`src/rtl/gfs_pkg.sv`:
```
package gfs_pkg;
    localparam int GOP_W   = 8;
    localparam int FNUM_W  = 9;
    localparam int NUM_GRP = 2;

    typedef struct packed {
        logic              intra;
        logic [FNUM_W-1:0] num;
        logic              grp;
    } frame_stat_t;

    function automatic logic other_grp(input logic g, input logic dual);
        return dual ? ~g : 1'b0;
    endfunction
endpackage

```
`src/rtl/gfs_ctrl.sv`:
```
module gfs_ctrl (
    input  logic clk,
    input  logic rst,
    input  logic clr,
    input  logic start_req,
    input  logic enc_done,
    output logic busy,
    output logic frame_done,
    output logic launch
);
    assign launch = start_req && !busy;

    always_ff @(posedge clk) begin
        if (rst || clr) begin
            busy       <= 1'b0;
            frame_done <= 1'b0;
        end else begin
            frame_done <= busy && enc_done;
            if (launch)
                busy <= 1'b1;
            else if (busy && enc_done)
                busy <= 1'b0;
        end
    end


    done_pulse_chk: assert property (@(posedge clk) disable iff (rst)
        frame_done |=> !frame_done);

    done_clears_busy_chk: assert property (@(posedge clk) disable iff (rst)
        (busy && enc_done && !clr) |=> (!busy && frame_done));

    start_idle_chk: assert property (@(posedge clk) disable iff (rst)
        (!busy && start_req && !clr) |=> busy);
endmodule

```
`src/rtl/gfs_stream_track.sv`:
```
module gfs_stream_track #(
    parameter int GOP_W  = gfs_pkg::GOP_W,
    parameter int FNUM_W = gfs_pkg::FNUM_W
) (
    input  logic              clk,
    input  logic              rst,
    input  logic              clr,
    input  logic              adv,
    input  logic [GOP_W-1:0]  gop_len,
    output logic              is_key,
    output logic [FNUM_W-1:0] fnum
);
    logic [GOP_W-1:0] pos;
    logic [GOP_W:0]   pos_inc;

    assign pos_inc = {1'b0, pos} + 1'b1;
    assign is_key  = (pos == '0);

    always_ff @(posedge clk) begin
        if (rst || clr) begin
            pos  <= '0;
            fnum <= '0;
        end else if (adv) begin
            fnum <= fnum + 1'b1;
            if (gop_len == '0)
                pos <= (pos == '0) ? GOP_W'(1) : pos;
            else if (pos_inc >= {1'b0, gop_len})
                pos <= '0;
            else
                pos <= pos_inc[GOP_W-1:0];
        end
    end


    unbounded_gop_chk: assert property (@(posedge clk) disable iff (rst)
        (adv && !clr && gop_len == '0) |=> !is_key);

    fnum_step_chk: assert property (@(posedge clk) disable iff (rst)
        (adv && !clr) |=> (fnum == FNUM_W'($past(fnum) + 1'b1)));
endmodule

```
`src/rtl/gop_frame_seq.sv`:
```
module gop_frame_seq
    import gfs_pkg::*;
(
    input  logic              clk,
    input  logic              rst,
    input  logic              ctl_wr,
    input  logic              ctl_start,
    input  logic              ctl_soft_rst,
    input  logic              frame_mode,
    input  logic              dual_en,
    input  logic [GOP_W-1:0]  gop_len,
    input  logic              enc_done,
    output logic              busy,
    output logic              frame_intra,
    output logic [FNUM_W-1:0] frame_num,
    output logic              grp_sel,
    output logic              frame_done
);
    logic        clr, start_req, launch, dual_ok, next_grp, cur_grp;
    logic        key   [NUM_GRP];
    logic [FNUM_W-1:0] fcnt [NUM_GRP];
    frame_stat_t stat_q;

    assign clr       = ctl_wr && ctl_soft_rst;
    assign start_req = ctl_wr && ctl_start && !clr;
    assign dual_ok   = dual_en && frame_mode;
    assign cur_grp   = dual_ok ? next_grp : 1'b0;

    gfs_ctrl u_ctrl (
        .clk(clk), .rst(rst), .clr(clr), .start_req(start_req),
        .enc_done(enc_done), .busy(busy), .frame_done(frame_done),
        .launch(launch)
    );

    for (genvar g = 0; g < NUM_GRP; g++) begin : g_stream
        gfs_stream_track #(.GOP_W(GOP_W), .FNUM_W(FNUM_W)) u_trk (
            .clk(clk), .rst(rst), .clr(clr),
            .adv(launch && (cur_grp == 1'(g))),
            .gop_len(gop_len), .is_key(key[g]), .fnum(fcnt[g])
        );
    end

    always_ff @(posedge clk) begin
        if (rst || clr) begin
            stat_q   <= '0;
            next_grp <= 1'b0;
        end else if (launch) begin
            stat_q.intra <= key[cur_grp];
            stat_q.num   <= fcnt[cur_grp];
            stat_q.grp   <= cur_grp;
            next_grp     <= other_grp(cur_grp, dual_ok);
        end
    end

    assign frame_intra = stat_q.intra;
    assign frame_num   = stat_q.num;
    assign grp_sel     = stat_q.grp;


    soft_rst_chk: assert property (@(posedge clk) disable iff (rst)
        clr |=> (!busy && !frame_done && frame_num == '0 && !grp_sel && !frame_intra));

    single_grp_chk: assert property (@(posedge clk) disable iff (rst)
        (start_req && !busy && !frame_mode) |=> !grp_sel);

    busy_hold_chk: assert property (@(posedge clk) disable iff (rst)
        (busy && ctl_wr && ctl_start && !ctl_soft_rst) |=> $stable(frame_num));
endmodule

```
`config.mk`:
```
export PLATFORM = sky130hd
export DESIGN_NAME = gop_frame_seq
export DESIGN_NICKNAME = d
export VERILOG_FILES = /design/src/rtl/gfs_pkg.sv /design/src/rtl/gfs_ctrl.sv /design/src/rtl/gfs_stream_track.sv /design/src/rtl/gop_frame_seq.sv
export SDC_FILE = /design/constraint.sdc
export NUM_CORES = 1
export LEC_CHECK = 0
export ABC_CLOCK_PERIOD_IN_PS = 3000
export BUFFER_PORTS_ARGS = -buffer_cell sky130_fd_sc_hd__buf_2
export CAP_MARGIN = 20
export CELL_PAD_IN_SITES_DETAIL_PLACEMENT = 2
export CELL_PAD_IN_SITES_GLOBAL_PLACEMENT = 2
export CORE_ASPECT_RATIO = 1.4
export CORE_MARGIN = 2
export CORE_UTILIZATION = 23
export CTS_BUF_LIST = sky130_fd_sc_hd__clkbuf_16
export DETAILED_ROUTE_END_ITERATION = 12
export PLACE_DENSITY = 0.58
export SLEW_MARGIN = 20
export SYNTH_ARGS = -nofsm -noshare
export SYNTH_HDL_FRONTEND = slang
export SYNTH_SLANG_ARGS = --single-unit
```
`constraint.sdc`:
```
create_clock -name clk -period 3 [get_ports clk]
set_input_delay 0 -clock clk [delete_from_list [all_inputs] [get_ports clk]]
set_output_delay 0 -clock clk [all_outputs]
set_load 0.02 [all_outputs]
```
After elaboration in Yosys (flattened, before gate mapping) --
Cells that the tools add are included.
Operators by class: add/sub/neg operators 4, order comparisons 3, equal/unequal tests 2, mux-type cells 16, bitwise operators 2, reductions and logical operators 17
Operators by type and width (count):
- 8-bit 2-to-1 mux | 6
- 9-bit 2-to-1 mux | 3
- 8-bit logical NOT | 3
- 8-bit by 1-bit adder with 9-bit output, second input constant | 2
- 9-bit by 1-bit adder with 9-bit output, second input constant | 2
- 9-bit by 8-bit greater-or-equal comparator with 1-bit output | 2
- 1-bit logical AND | 8
- 1-bit 2-to-1 mux | 7
- 2-bit by 1-bit != test with 1-bit output, second input constant | 2
- 2-bit AND reduction | 2
- 2-bit greater-or-equal comparator, second input constant | 1
- 1-bit logical NOT | 2
- 1-bit NOT with 2-bit output | 1
- 2-bit nonzero test | 1
- 1-bit logical OR | 1
- 1-bit NOT | 1
Word-level totals: register bits after elaboration 48, input bits 16, word-level logic and storage cells 54

Depth between registers and ports, before layout --
Gate-level depths: netlist of run 1.
depth in word-level cells 6, gate-level depth with buffers 11

Cells and area by module --
From an unflattened synthesis of run 1, not the netlist that was laid out.
Unflattened totals: cells, all modules 334, area, all modules 2800.2 µm²
Modules (own cells, without submodules):
- gfs_stream_track (g_stream[0].u_trk) | instances 1, cells each 134, area each 1119.8 µm², seq. area each 340.3 µm²
- gfs_stream_track (g_stream[1].u_trk) | instances 1, cells each 123, area each 1053.5 µm², seq. area each 340.3 µm²
- gop_frame_seq | instances 1, cells each 70, area each 555.5 µm², seq. area each 240.2 µm²
- gfs_ctrl | instances 1, cells each 7, area each 71.3 µm², seq. area each 40.0 µm²

Worst setup path before layout of run 1 --
Ideal clock, no wire load.
path type reg2reg, start register g_stream[1].u_trk.pos[0], end register g_stream[1].u_trk.pos[3], library setup time 0.096 ns, arrival 2.218 ns, slack 0.686 ns, stages on the path, launching flop included 11, clock period less this slack 2.314 ns, path through dfxtp_1 > ha_1 > nand3_1 > xnor2_1 > ha_1 > a21o_1 > a21oi_1 > o21ai_0 > a31oi_1 > nand2_1 > o41ai_2
Between the ends: word-level cells in the longest chain between the ends 4, elaborated cells between the ends (all ways) 7, classes of those cells 1 x add/sub; 1 x order compare; 1 x eq/ne; 2 x mux; 2 x reduce/logical
RTL lines:
- from (decl) | line gfs_stream_track.sv:13 | logic [GOP_W-1:0] pos;
- from (signal assigned) | line gfs_stream_track.sv:26 | pos <= (pos == '0) ? GOP_W'(1) : pos;
- from (signal assigned) | line gfs_stream_track.sv:30 | pos <= pos_inc[GOP_W-1:0];
- 8-bit by 1-bit adder with 9-bit output | line gfs_stream_track.sv:16 | assign pos_inc = {1'b0, pos} + 1'b1;
- 9-bit by 8-bit greater-or-equal comparator with 1-bit output | line gfs_stream_track.sv:27 | else if (pos_inc >= {1'b0, gop_len})
- 8-bit 2-to-1 mux | line gfs_stream_track.sv:27
- 8-bit 2-to-1 mux | line gfs_stream_track.sv:25 | if (gop_len == '0)
Several ways; a longest one is shown, not always the timed one. A chain may end at the register's enable or synchronous reset.

Worst setup path in the final report of run 1 --
start register g_stream[1].u_trk.pos[0], end register g_stream[1].u_trk.pos[7]
The elaborated chain is that of the path after synthesis.

==> flow_metrics.env, run 1 <==
export IMPL_grt_pass1_vias=2522
export IMPL_synthesis_nets=346
export IMPL_syn_avg_cell_area_um2=8.726
export IMPL_fmax_mhz=376.5
export IMPL_p_leak_uw=0.001416
export IMPL_hold_end="next_grp$_SDFFE_PP0P_"
export IMPL_postCtsSetupBuffers=0
export IMPL_timing_rr_end="g_stream[1].u_trk.pos[7]$_SDFFE_PP0P_"
export IMPL_cts_buffers=5
export IMPL_drive_above_1_share=0.1450
export IMPL_synth_edff_count=0
export IMPL_timing_final_crit_share=0.8853
export IMPL_worstReg2RegStart="g_stream[1].u_trk.pos[0]$_SDFFE_PP0P_"
export IMPL_maxCapViolCount=0
export IMPL_cts_tree="yes"
export IMPL_antenna_found_initial=0
export IMPL_drc=0
export IMPL_antenna_left=0
export IMPL_ys_ff_latch=48
export IMPL_cts_root_buf="clkbuf_16"
export IMPL_hold_viol=0
export IMPL_ys_flop_type="dfxtp_1"
export IMPL_route_detailed_wl_per_inst_um=16.11
export IMPL_crit_path_end_kind="flip-flop"
export IMPL_cts_sinks=48
export IMPL_nets=377
export IMPL_outcome="finished clean"
export IMPL_ys_seq_area_frac=0.3575
export IMPL_start_util=0.2370
export IMPL_grt_pass1_wl_um=12910
export IMPL_h_tree_depth=2
export IMPL_ys_types=45
export IMPL_drtPass1Iterations=4
export IMPL_cp_required_ns=3.20
export IMPL_antennaDiodeCount=0
export IMPL_worst_slew_pin_slew_ns=0.6245
export IMPL_hold_start="frame_mode"
export IMPL_cp_data_arrival_time_ns=2.86
export IMPL_path_max_fanout=7
export IMPL_num_io_pins=29
export IMPL_clock_path_buffers=2
export IMPL_vdd_drop_max_uv=197.0
export IMPL_path_cells="ha_1 -> nand3_1 -> xnor2_1 -> ha_1 -> a21o_1 -> a21oi_1 -> o21ai_0 -> a31oi_1 -> nand2_2 -> o21ai_0"
export IMPL_setup_tns_ns=0
export IMPL_finalWirelength_um=7765
export IMPL_io_buffers=28
export IMPL_setup_violations_final=0
export IMPL_grt_overflow_total=0
export IMPL_die_y_um=131.9
export IMPL_dpl_cell_area_um2=2995
export IMPL_final_common_cell="dfxtp_1"
export IMPL_rows=46
export IMPL_gr_usage_all_layers=0.1314
export IMPL_grt_max_degree=34
export IMPL_finalCriticalPeriod_ns=2.656
export IMPL_final_cell_mix="dfxtp_1, nor2_1, buf_2"
export IMPL_slew_violations=0
export IMPL_die_area_um2=12580
export IMPL_syn_instance_count=308
export IMPL_die_x_um=95.36
export IMPL_hpwlAfterDp_um=6186
export IMPL_async_flop_share=0
export IMPL_hold_class="input port to flip-flop"
export IMPL_crit_buf_inv=0
export IMPL_rsz0062_at_grt="false"
export IMPL_timing_slew_headroom=0.5836
export IMPL_yosysWarnings=0
export IMPL_path_clk_slew_ns=0.07
export IMPL_coreArea_um2=11340
export IMPL_clkLatencyLatePin_ns=0.29
export IMPL_reg2reg_depth=10
export IMPL_syn_cell_area_um2=2688
export IMPL_via_per_inst=4.838
export IMPL_max_stage_delay_ns=0.44
export IMPL_gp_congestion=0.7891
export IMPL_final_cell_area_um2=3163
export IMPL_slowest_stage="dfxtp_1"
export IMPL_reg2reg_slack_ns=0.34
export IMPL_skew_ns=0.006596
export IMPL_powerDensity_nw_per_um2=434.5
export IMPL_setup_worst_path_start_class="flip-flop"
export IMPL_hold_depth=3
export IMPL_cp_top_family="compound AO/OA/AOI/OAI gates"
export IMPL_area_growth_pct=17.69
export IMPL_vias=2332
export IMPL_drtIter0Drc=35
export IMPL_critical_path_class="flip-flop to flip-flop"
==> timing repair <==
action,in CTS,in global routing
hold buffers,1,0
resized for setup,0,1
endpoints found under the setup margin,0,2
endpoints found under the hold margin,2,0
==> through the flow <==
stage	std cells	setup WS, ns	util	power [uW]	hold slack (ns)
2_1_floorplan	308	0.6863	-	724.0	0.1525
3_3_place_gp	475	0.3282	0.2642	765.3	0.2499
3_5_place_dp	475	0.2441	0.2642	768.9	0.2641
4_1_cts	482	0.2127	0.2787	1410	0.02175
5_1_grt	482	0.03392	0.2790	1450	0.03911
6_report	482	0.3440	0.2790	1374	0.03416
==> worst max-delay path by stage <==
| stage | cells after the start | slack (ns) | end | start |
|---|---|---|---|---|
| floorplan | 10 | 0.69 | g_stream[1].u_trk.pos[3]$_SDFFE_PP0P_ | g_stream[1].u_trk.pos[0]$_SDFFE_PP0P_ |
| global placement | 10 | 0.33 | g_stream[1].u_trk.pos[3]$_SDFFE_PP0P_ | g_stream[1].u_trk.pos[0]$_SDFFE_PP0P_ |
| detailed placement | 10 | 0.24 | g_stream[1].u_trk.pos[3]$_SDFFE_PP0P_ | g_stream[1].u_trk.pos[0]$_SDFFE_PP0P_ |
| CTS | 10 | 0.21 | g_stream[1].u_trk.pos[0]$_SDFFE_PP0P_ | g_stream[1].u_trk.pos[0]$_SDFFE_PP0P_ |
| global route | 10 | 0.03 | g_stream[1].u_trk.pos[7]$_SDFFE_PP0P_ | g_stream[1].u_trk.pos[0]$_SDFFE_PP0P_ |
| finish | 10 | 0.34 | g_stream[1].u_trk.pos[7]$_SDFFE_PP0P_ | g_stream[1].u_trk.pos[0]$_SDFFE_PP0P_ |
==> worst min-delay path, delay by kind of cell <==
kind,cells,cell delay (ns)
AOI/OAI and AO/OA,1,0.06
buffers and inverters,1,0.12
and+or+nand+nor,1,0.09
==> area by class of cell <==
type                    instances  area (um2)
inverters                      15       56.30
clock inverters                 1       30.03
fillers                      1290        8175
multi-input cells             234        1615
clock buffers                   5       125.1
repair buffers                 35       195.2
well taps                     144       180.2
flip-flops and latches         48       960.9
==> power breakdown <==
group	switching [uW]	internal [uW]	leakage [uW]
clock	238	384	0.0000757
combinational	64.7	37.5	0.000953
sequential	5.53	644	0.000388
total	308	1070	0.00142
==> routing by layer <==
metal  vias up  global-route usage  routed length (um)
met5         -                   0                   0
met4         0             0.03382                  93
met3         6             0.02115                 174
met2        26              0.2496                4361
met1      1140              0.1465                3134
li1       1160                   -                   -
==> Yosys cell counts (2+ instances only) <==
cell       n  share of area
mux2i_1   11          0.041
a21o_1     8          0.022
nor4b_1    2         0.0065
nor4_1     2         0.0047
nand2b_1   6          0.014
nand3_1   18          0.034
o21ai_0   13          0.024
xor2_1    11          0.036
nor2_1    29          0.041
nor3_1     3         0.0056
xnor2_1    8          0.026
nand2_1   26          0.036
and2_1     3         0.0070
a21oi_1   16          0.030
nand4_1    6          0.014
inv_1     15          0.021
or3_1      6          0.014
ha_1      22           0.10
and3_1     7          0.016
nand4_4    2          0.016
a211oi_1  10          0.028
a22o_1     2         0.0065
dfxtp_1   48           0.36
a31oi_1    4         0.0093
or2_2      2         0.0047
nand4b_1   2         0.0065
clkbuf_1   7         0.0098
buf_4      2         0.0056
==> sequential cells by signal (all words and copies together), names as in the netlist <==
signal               count
g_stream.u_trk.fnum     18
g_stream.u_trk.pos      16
frame_num                9
frame_intra              1
grp_sel                  1
next_grp                 1
u_ctrl.busy              1
u_ctrl.frame_done        1
==> logic make-up after synthesis <==
family                     synth area share
AOI/OAI and AO/OA                    0.1532
DFF                                  0.3575
muxes                               0.04097
xor gates and xnor gates            0.06192
buffers and inverters               0.04236
and+or+nand+nor                      0.2416
adders and majority gates            0.1024
Power figures use the tool's default switching activity.
==> run 2: changes to the inputs <==
- CORE_UTILIZATION: 23 -> 36
- PLACE_DENSITY: 0.58 -> 0.83
==> run 2 against run 1 <==
Sequential power about the same. Routed wire length about the same. First-iteration DRC count up 46%. Highest routed layer unchanged. Flip-flop and latch count unchanged. Critical path type unchanged. Largest power group unchanged. Worst setup slack better by 0.010 ns.
==> flow_metrics.env, run 2 (same netlist as run 1, synthesis figures left out) <==
export IMPL_outcome="finished clean"
export IMPL_drive_above_1_share=0.1378
export IMPL_crit_buf_inv=0
export IMPL_antenna_found_initial=0
export IMPL_gr_usage_all_layers=0.2036
export IMPL_start_util=0.3674
export IMPL_path_clk_slew_ns=0.07
export IMPL_hpwlAfterDp_um=5798
export IMPL_cp_required_ns=3.23
export IMPL_rsz0062_at_grt="false"
export IMPL_die_x_um=77.03
export IMPL_maxCapViolCount=0
export IMPL_nets=378
export IMPL_crit_path_end_kind="flip-flop"
export IMPL_hold_class="input port to flip-flop"
export IMPL_critical_path_class="flip-flop to flip-flop"
export IMPL_coreArea_um2=7315
export IMPL_die_area_um2=8182
export IMPL_grt_pass1_wl_um=13210
export IMPL_antenna_left=0
export IMPL_drc=0
export IMPL_top_usage_layer="met2"
export IMPL_finalPower_uw=1303
export IMPL_drtPass1Iterations=4
export IMPL_grtUsageMet2=0.4091
export IMPL_num_io_pins=29
export IMPL_final_common_cell="dfxtp_1"
export IMPL_hold_viol=0
export IMPL_via_per_inst=5.420
export IMPL_cts_tree="yes"
export IMPL_cp_data_arrival_time_ns=2.88
export IMPL_utilization=0.4237
export IMPL_h_tree_depth=2
export IMPL_area_growth_pct=15.32
export IMPL_fmax_mhz=378.0
export IMPL_worst_slack_ns=0.3542
export IMPL_finalCriticalPeriod_ns=2.646
export IMPL_path_max_fanout=5
export IMPL_clkLatencyLatePin_ns=0.29
export IMPL_cp_top_family="simple AND/OR/NAND/NOR gates"
export IMPL_antennaDiodeCount=0
export IMPL_fillCellCount=869
export IMPL_gr_usage_met1=0.2106
export IMPL_io_buffers=28
export IMPL_cts_root_buf="clkbuf_16"
export IMPL_largest_reg_flops=18
export IMPL_finalWirelength_um=7762
export IMPL_die_y_um=106.2
export IMPL_cts_sinks=48
export IMPL_timing_final_crit_share=0.8819
export IMPL_drtIter0Drc=51
export IMPL_timing_slew_headroom=0.6240
export IMPL_vdd_drop_max_uv=195.4
export IMPL_p_leak_uw=0.001410
export IMPL_clock_path_buffers=2
export IMPL_grt_pass1_vias=2641
export IMPL_grt_max_degree=25
export IMPL_final_cell_mix="dfxtp_1, nor2_1, buf_2"
export IMPL_final_cell_area_um2=3099
export IMPL_skew_ns=0.006883
export IMPL_setup_worst_path_start_class="flip-flop"
export IMPL_place_ws_ns=0.3622
export IMPL_setup_violations_final=0
export IMPL_worst_slew_pin_slew_ns=0.5640
export IMPL_slew_violations=0
export IMPL_setup_tns_ns=0
export IMPL_top_register="g_stream.u_trk.fnum"
export IMPL_max_stage_delay_ns=0.40
export IMPL_cts_resized=0
export IMPL_grt_overflow_total=0
export IMPL_slowest_stage="dfxtp_1"
export IMPL_vias=2374
export IMPL_powerDensity_nw_per_um2=420.5
export IMPL_path_cells="ha_1 -> nand3_1 -> or2_2 -> nand2_1 -> ha_1 -> a22oi_1 -> nand2_1 -> a31oi_1 -> o2111ai_1 -> nor2_1 -> a22o_1"
export IMPL_dpl_cell_area_um2=2929
export IMPL_cts_buffers=5
export IMPL_route_detailed_wl_per_inst_um=17.72
export IMPL_rows=37
export IMPL_gp_congestion=0.7972
export IMPL_use_met3=0.03141
-- run 2: cell types whose count changed in the layout (fill, tap and decap cells not counted), sizes merged --
cell	delta
dlygate4sd3	+2
buf	-1
bufinv	-1
clkinv	+1
clkinvlp	+1
inv	+1
-- run 2: path summary, 6_finish.rpt --
check / start / endpoint / slack [ns] / cells past startpoint
hold reg to reg: next_grp$_SDFFE_PP0P_ / next_grp$_SDFFE_PP0P_ / 0.50 / 2
setup reg to reg: g_stream[0].u_trk.pos[1]$_SDFFE_PP0P_ / g_stream[0].u_trk.pos[3]$_SDFFE_PP0P_ / 0.35 / 11
hold / removal: ctl_start / u_ctrl.busy$_SDFFE_PP0P_ / 0.07 / 3
setup / recovery: g_stream[0].u_trk.pos[1]$_SDFFE_PP0P_ / g_stream[0].u_trk.pos[3]$_SDFFE_PP0P_ / 0.35 / 11
-- run 2: cell type report --
type                            instances  area (um2)  area share
Sequential cell                        48       960.9      0.3101
Multi-Input combinational cell        234        1613      0.5204
Tap cell                               97       121.4     0.03916
Inverter                               15       56.30     0.01817
Clock inverter                          3       15.01    0.004845
Clock buffer                            5       125.1     0.04037
Timing Repair Buffer                   36       207.7     0.06702
-- run 2: timing repair --
action,4_1_cts,5_1_grt
setup buffers,0,0
hold buffers,3,0
hold endpoints to repair,3,0
-- run 2: power by group --
group,internal (uW),leakage [uW],total (uW),switching (uW)
logic,37.8,0.000953,102,64.0
clock network,303,0.0000687,551,248
registers,644,0.000388,650,5.98
total,986,0.00141,1300,318
-- run 2: metrics by stage --
| step | cells | hold WS, ns |
|---|---|---|
| after global routing | 438 | 0.07473 |
| after detailed placement | 427 | 0.2859 |
| after floorplan | 308 | 0.1525 |
| after global placement | 427 | 0.2562 |
| after CTS | 438 | 0.07221 |
| final | 438 | 0.07162 |
-- run 2: layer usage --
metal / share of wire / vias to the layer above
met5: 0 / -
met4: 0.020 / 0
met3: 0.021 / 13
met2: 0.57 / 29
met1: 0.39 / 1176
li1: - / 1156
-- run 2: worst register-to-register path: cells and delay by family, from the launching register on --
| kind | cells | cell delay, ns |
|---|---|---|
| AOI/OAI and AO/OA | 4 | 0.77 |
| adders and majority gates | 2 | 0.48 |
| DFF | 1 | 0.40 |
| and+or+nand+nor | 5 | 0.94 |
